===== config.mk =====
export PLATFORM = sky130hd
export DESIGN_NAME = out_ep_rxbuf
export DESIGN_NICKNAME = d
export VERILOG_FILES = /design/src/rtl/out_ep_rxbuf.sv
export SDC_FILE = /design/constraint.sdc
export NUM_CORES = 1
export LEC_CHECK = 0
export BUFFER_PORTS_ARGS = -buffer_cell sky130_fd_sc_hd__buf_2
export CAP_MARGIN = 5
export CORE_ASPECT_RATIO = 0.8
export CORE_UTILIZATION = 25
export DETAILED_ROUTE_END_ITERATION = 10
export SLEW_MARGIN = 20
export SYNTH_ARGS = -nofsm -noshare
export SYNTH_HDL_FRONTEND = slang
export SYNTH_SLANG_ARGS = --single-unit
export TNS_END_PERCENT = 30

===== constraint.sdc =====
create_clock -name clk -period 4.7 [get_ports clk]
set_input_delay 0.94 -clock clk [delete_from_list [all_inputs] [get_ports clk]]
set_output_delay 0.94 -clock clk [all_outputs]
set_load 0.02 [all_outputs]

===== src/rtl/out_ep_rxbuf.sv =====
module out_ep_rxbuf #(
  parameter int DEPTH = 64
) (
  input  logic       clk,
  input  logic       rst_n,
  input  logic       iso_mode,
  input  logic       dbl_buf,
  input  logic       auto_rel,
  input  logic [7:0] max_pkt,
  input  logic       stall_hold,
  input  logic       clr_tgl,
  input  logic       clr_sent_stall,
  input  logic       clr_ovr,
  input  logic       rx_start,
  input  logic       rx_tgl,
  input  logic       rx_byte_vld,
  input  logic [7:0] rx_byte,
  input  logic       rx_end,
  input  logic       rx_err,
  output logic       hs_vld,
  output logic [1:0] hs_code,
  input  logic       rd_strobe,
  input  logic       rel_pulse,
  input  logic       flush_pulse,
  output logic [7:0] rd_data,
  output logic       rdy,
  output logic       full,
  output logic [7:0] cnt_lo,
  output logic [2:0] cnt_hi,
  output logic       ovr,
  output logic       derr,
  output logic       sent_stall,
  output logic       irq,
  output logic       tgl_exp
);
  localparam int AW = (DEPTH > 1) ? $clog2(DEPTH) : 1;
  localparam logic [10:0] DEPTH_C = 11'(DEPTH);
  localparam logic [1:0] HS_ACK = 2'd1, HS_NAK = 2'd2, HS_STALL = 2'd3;

  logic [7:0]  mem [2][DEPTH];
  logic [10:0] slot_cnt [2];
  logic [1:0]  slot_err;
  logic        wp, rp;
  logic [1:0]  n;
  logic [10:0] wcnt, rptr;
  logic        busy, acc, stl, pkt_tgl;

  logic [10:0] head_cnt;
  logic        have, auto_hit, release_s, commit, wr_en, stall_evt;

  assign head_cnt  = slot_cnt[rp];
  assign rdy       = (n != 2'd0);
  assign full      = (n == (dbl_buf ? 2'd2 : 2'd1));
  assign have      = rdy && (rptr < head_cnt);
  assign rd_data   = have ? mem[rp][rptr[AW-1:0]] : 8'h00;
  assign {cnt_hi, cnt_lo} = rdy ? head_cnt : 11'd0;
  assign derr      = rdy && slot_err[rp];
  assign auto_hit  = auto_rel && rd_strobe && have &&
                     (rptr + 11'd1 == head_cnt) && (head_cnt == {max_pkt, 3'b000});
  assign release_s = rdy && (rel_pulse || flush_pulse || auto_hit);
  assign commit    = busy && rx_end && acc &&
                     (iso_mode || (!rx_err && pkt_tgl == tgl_exp));
  assign wr_en     = busy && acc && rx_byte_vld && (wcnt < DEPTH_C);
  assign stall_evt = busy && rx_end && !iso_mode && stl;

  always_ff @(posedge clk)
    if (wr_en) mem[wp][wcnt[AW-1:0]] <= rx_byte;

  always_ff @(posedge clk) begin
    if (!rst_n) begin
      slot_cnt[0] <= '0;
      slot_cnt[1] <= '0;
      slot_err    <= '0;
      wp <= 1'b0; rp <= 1'b0; n <= '0;
      wcnt <= '0; rptr <= '0;
      busy <= 1'b0; acc <= 1'b0; stl <= 1'b0; pkt_tgl <= 1'b0;
      hs_vld <= 1'b0; hs_code <= '0;
      ovr <= 1'b0; sent_stall <= 1'b0; irq <= 1'b0; tgl_exp <= 1'b0;
    end else begin
      hs_vld <= 1'b0;
      irq    <= commit || stall_evt;

      if (rx_start) begin
        busy    <= 1'b1;
        wcnt    <= '0;
        pkt_tgl <= rx_tgl;
        stl     <= stall_hold && !iso_mode;
        acc     <= !full && !(stall_hold && !iso_mode);
      end else if (wr_en) begin
        wcnt <= wcnt + 11'd1;
      end

      if (clr_tgl) tgl_exp <= 1'b0;
      if (clr_ovr) ovr <= 1'b0;
      if (clr_sent_stall) sent_stall <= 1'b0;

      if (busy && rx_end) begin
        busy <= 1'b0;
        acc  <= 1'b0;
        if (iso_mode) begin
          if (!acc) ovr <= 1'b1;
        end else if (stl) begin
          hs_vld <= 1'b1; hs_code <= HS_STALL;
          sent_stall <= 1'b1;
        end else if (!acc) begin
          hs_vld <= 1'b1; hs_code <= HS_NAK;
        end else if (!rx_err) begin
          hs_vld <= 1'b1; hs_code <= HS_ACK;
          if (pkt_tgl == tgl_exp) tgl_exp <= !tgl_exp;
        end
      end

      if (commit) begin
        slot_cnt[wp] <= wcnt;
        slot_err[wp] <= iso_mode && rx_err;
        wp <= !wp;
      end

      if (release_s) begin
        rp   <= !rp;
        rptr <= '0;
      end else if (rd_strobe && have) begin
        rptr <= rptr + 11'd1;
      end

      case ({commit, release_s})
        2'b10:   n <= n + 2'd1;
        2'b01:   n <= n - 2'd1;
        default: ;
      endcase
    end
  end

  p_irq_on_ready_r1: assert property (@(posedge clk) disable iff (!rst_n)
    $rose(rdy) |-> irq);
  p_read_bounded_r2: assert property (@(posedge clk) disable iff (!rst_n)
    (rd_strobe && !have && !release_s) |=> $stable(rptr));
  p_cnt_bound_r4: assert property (@(posedge clk) disable iff (!rst_n)
    rdy |-> (head_cnt <= DEPTH_C));
  p_ovr_sticky_r6: assert property (@(posedge clk) disable iff (!rst_n)
    (ovr && !clr_ovr) |=> ovr);
  p_stall_flag_r9: assert property (@(posedge clk) disable iff (!rst_n)
    (hs_vld && hs_code == HS_STALL) |-> (sent_stall && irq));
  p_tgl_clear_r10: assert property (@(posedge clk) disable iff (!rst_n)
    (clr_tgl && !rx_end) |=> !tgl_exp);
endmodule


==> impl_metrics.yaml <==
critical_path:
  worst-path-buf-inv: 3
  cp_slowest_cell: "mux4_2"
  end_kind: "output port"
  critPathKind: "register to output port"
  critPathTopFamily: "multiplexers"
  slowest_delay_ns: 0.58
  crit_top_cell: "mux4_2"
  cp_max_fo: 41
  crit_arrival_ns: 3.69
  start_kind: "register"
  path_cells: "buf_4, buf_16, mux4_2, mux4_2, nand2_1, nand4_1, o2111ai_1, o21ai_1, buf_2"
  cp.required_ns: 3.76
sta:
  slew_viol_final: 0
  rsz0062_at_grt: "true"
  finalHoldViolCount: 0
  setup_slack_ns: 0.07211
  tightest_slew_ns: 1.065
  fmax_mhz: 216.1
  post-route-period-util_pct: 98.47
  finalSetupViolations: 0
  fin_worst_skew_ns: 0.03240
  slew_headroom_pct: 28.84
  whs_ns: 0.4727
  layout_min_cycle_time_ns: 4.628
hold_path:
  hp-class: "register to register"
pwr:
  leakagePower_uw: 0.01527
  power.density_nw_per_um2: 439.4
  design_power_total_uw: 22330
  ir_drop_mv: 0.3174
global_routing:
  grt_pass1_wl_mm: 159.1
  antenna_found_initial: 2
  grt_pass1_vias: 22590
  grt_usage_pct: 12.36
  overflow: 0
  grt_max_degree: 129
cts:
  htreeDepth: 3
  insertion_delay_ns: 0.70
  cts_buffers: 95
  cts_root_buffer: "clkbuf_16"
  clk_path_buf_depth: 3
  cts_tree: "built"
  clkTransAtPathRegs_ns: 0.07
  hold_buffers: 0
  cts_sinks: 1086
logic_synthesis:
  synth_common_cells: "edfxtp_1, mux4_2, nor2_1"
  synth.most_common_cell: "edfxtp_1"
  synth_edf_count: 1046
  syn-num-nets: 2359
  ys_seq_area_share_pct: 74.15
  synth_top_area_share_pct: 72.30
  async_reset_ff_share_pct: 0
  synth_area_leaders: "edfxtp_1, mux4_2, mux2i_1"
  yosysTopAreaCell: "edfxtp_1"
  yosysUniqueCellTypes: 65
  ys_warn_count: 0
  synth-seq-cells: 1086
  ys.flop_type: "edfxtp_1"
  syn_inst: 2312
  synth_area_um2: 43440
  syn_area_per_cell_um2: 18.79
route:
  drc: 0
  wl_per_cell_um: 22.71
  routed_wl_mm: 110.5
  ant_nets: 0
  num_vias: 22850
  dr.pass1.iters: 5
  via_per_inst: 4.696
  first_iter_violations: 2597
placement:
  dp_cells: 4679
  dp_hpwl_mm: 69.99
  gp_congestion: 0.8757
  port_buffers: 61
  post-place-ws_ns: 0.5230
die:
  io_pins: 62
  die_w_um: 468.1
  start_util_pct: 25.23
  die_h_um: 374.8
  core_area_um2: 172200
  fp-row-count: 136
  die-area_um2: 175400
cells_and_area:
  nets: 2555
  final_util_pct: 29.51
  syn2layout_area_growth_pct: 16.98
  fillerInstances: 16930
  post_layout_nonfiller_instances: 4867
  drive_above_1_share_pct: 25.77
job:
  maxCapViolations: 0
status:
  outcome: "complete, no violations"
state kept, by name, summed over array words and instances (netlist names), 2 cells and up, named ones only:
name      cells
rptr         11
slot_err      2
mem        1024
wcnt         11
slot_cnt     22
n             2
hs_code       2
through the flow:
stage	cell area, um^2	setup TNS [ns]
after CTS	50650	-0.004959
after global routing	50810	-0.02295
after global placement	47300	0
after detailed placement	47310	0
final	50820	0
after floorplan	43440	0
metal layers:
metal	track usage (%)	wire length, um
met5	0	0
met4	3.192	2090
met3	4.007	10670
met2	17.48	47390
met1	18.03	50370
worst min-delay path, cell delays in order (launching register included):
cell     delay (ns)
dfxtp_1        0.31
o31ai_1        0.06
a21oi_1        0.06
area by class of cell:
class / instances / area, um^2 / share of cell area (%)
multi-input combinational: 1081 / 10580 / 20.81
tap: 2277 / 2849 / 5.606
clock buffer: 116 / 2557 / 5.033
timing repair buffer: 228 / 1842 / 3.624
clock inverter: 61 / 708.2 / 1.394
sequential: 1086 / 32220 / 63.40
inverter: 16 / 60.06 / 0.1182
antenna: 2 / 5.005 / 0.009849
placed cells by master, fill, tap and decap left out, types with 14 or more instances in the layout:
cell type	Yosys	final
o21ai_0	57	56
bufinv_16	0	14
a211oi_1	22	22
nand2_1	40	37
buf_4	13	153
nor2b_1	23	22
mux4_2	194	194
o22ai_1	22	22
nand3_1	47	47
a221oi_1	48	48
buf_2	18	53
edfxtp_1	1046	1046
mux2i_1	115	112
mux2_2	55	55
and2_1	27	26
ha_1	14	14
a22oi_1	38	38
dfxtp_1	40	37
clkbuf_16	0	98
xnor2_1	24	24
nor2_1	185	183
clkinv_1	2	17
clkinv_2	0	21
a21oi_1	25	25
logic make-up after synthesis:
| family | share of synthesized area, % |
|---|---|
| fa+ha+maj | 0.4032 |
| xor+xnor | 0.6452 |
| buf+inv | 1.748 |
| mux | 14.28 |
| simple gates | 4.401 |
| compound gates | 4.375 |
| flops | 74.15 |
what timing repair did:
| action | in CTS | in global routing |
|---|---|---|
| pin swaps | 0 | 4 |
| resized for setup | 14 | 13 |
| buffers inserted | 3 | 3 |
| cloned | 0 | 3 |
| endpoints found under the setup margin | 8 | 8 |
power by group:
part	total (uW)	internal, uW	switching, uW
combinational	3420	1620	1810
clock	8250	4670	3580
sequential	10700	10600	35.7
total	22300	16900	5420
path summary, 6_finish.rpt:
path / start / endpoint / slack (ns) / cells after the start
setup / recovery: register / rd_data[3] / 0.07 / 9
setup reg to reg: rptr[1]$_SDFFE_PP0P_ / n[1]$_SDFFE_PN0P_ / 0.99 / 11
hold / removal: hs_code[1]$_SDFFE_PN0P_ / hs_code[1]$_SDFFE_PN0P_ / 0.47 / 2
hold reg to reg: hs_code[1]$_SDFFE_PN0P_ / hs_code[1]$_SDFFE_PN0P_ / 0.47 / 2
Power figures use the tool's default switching activity.
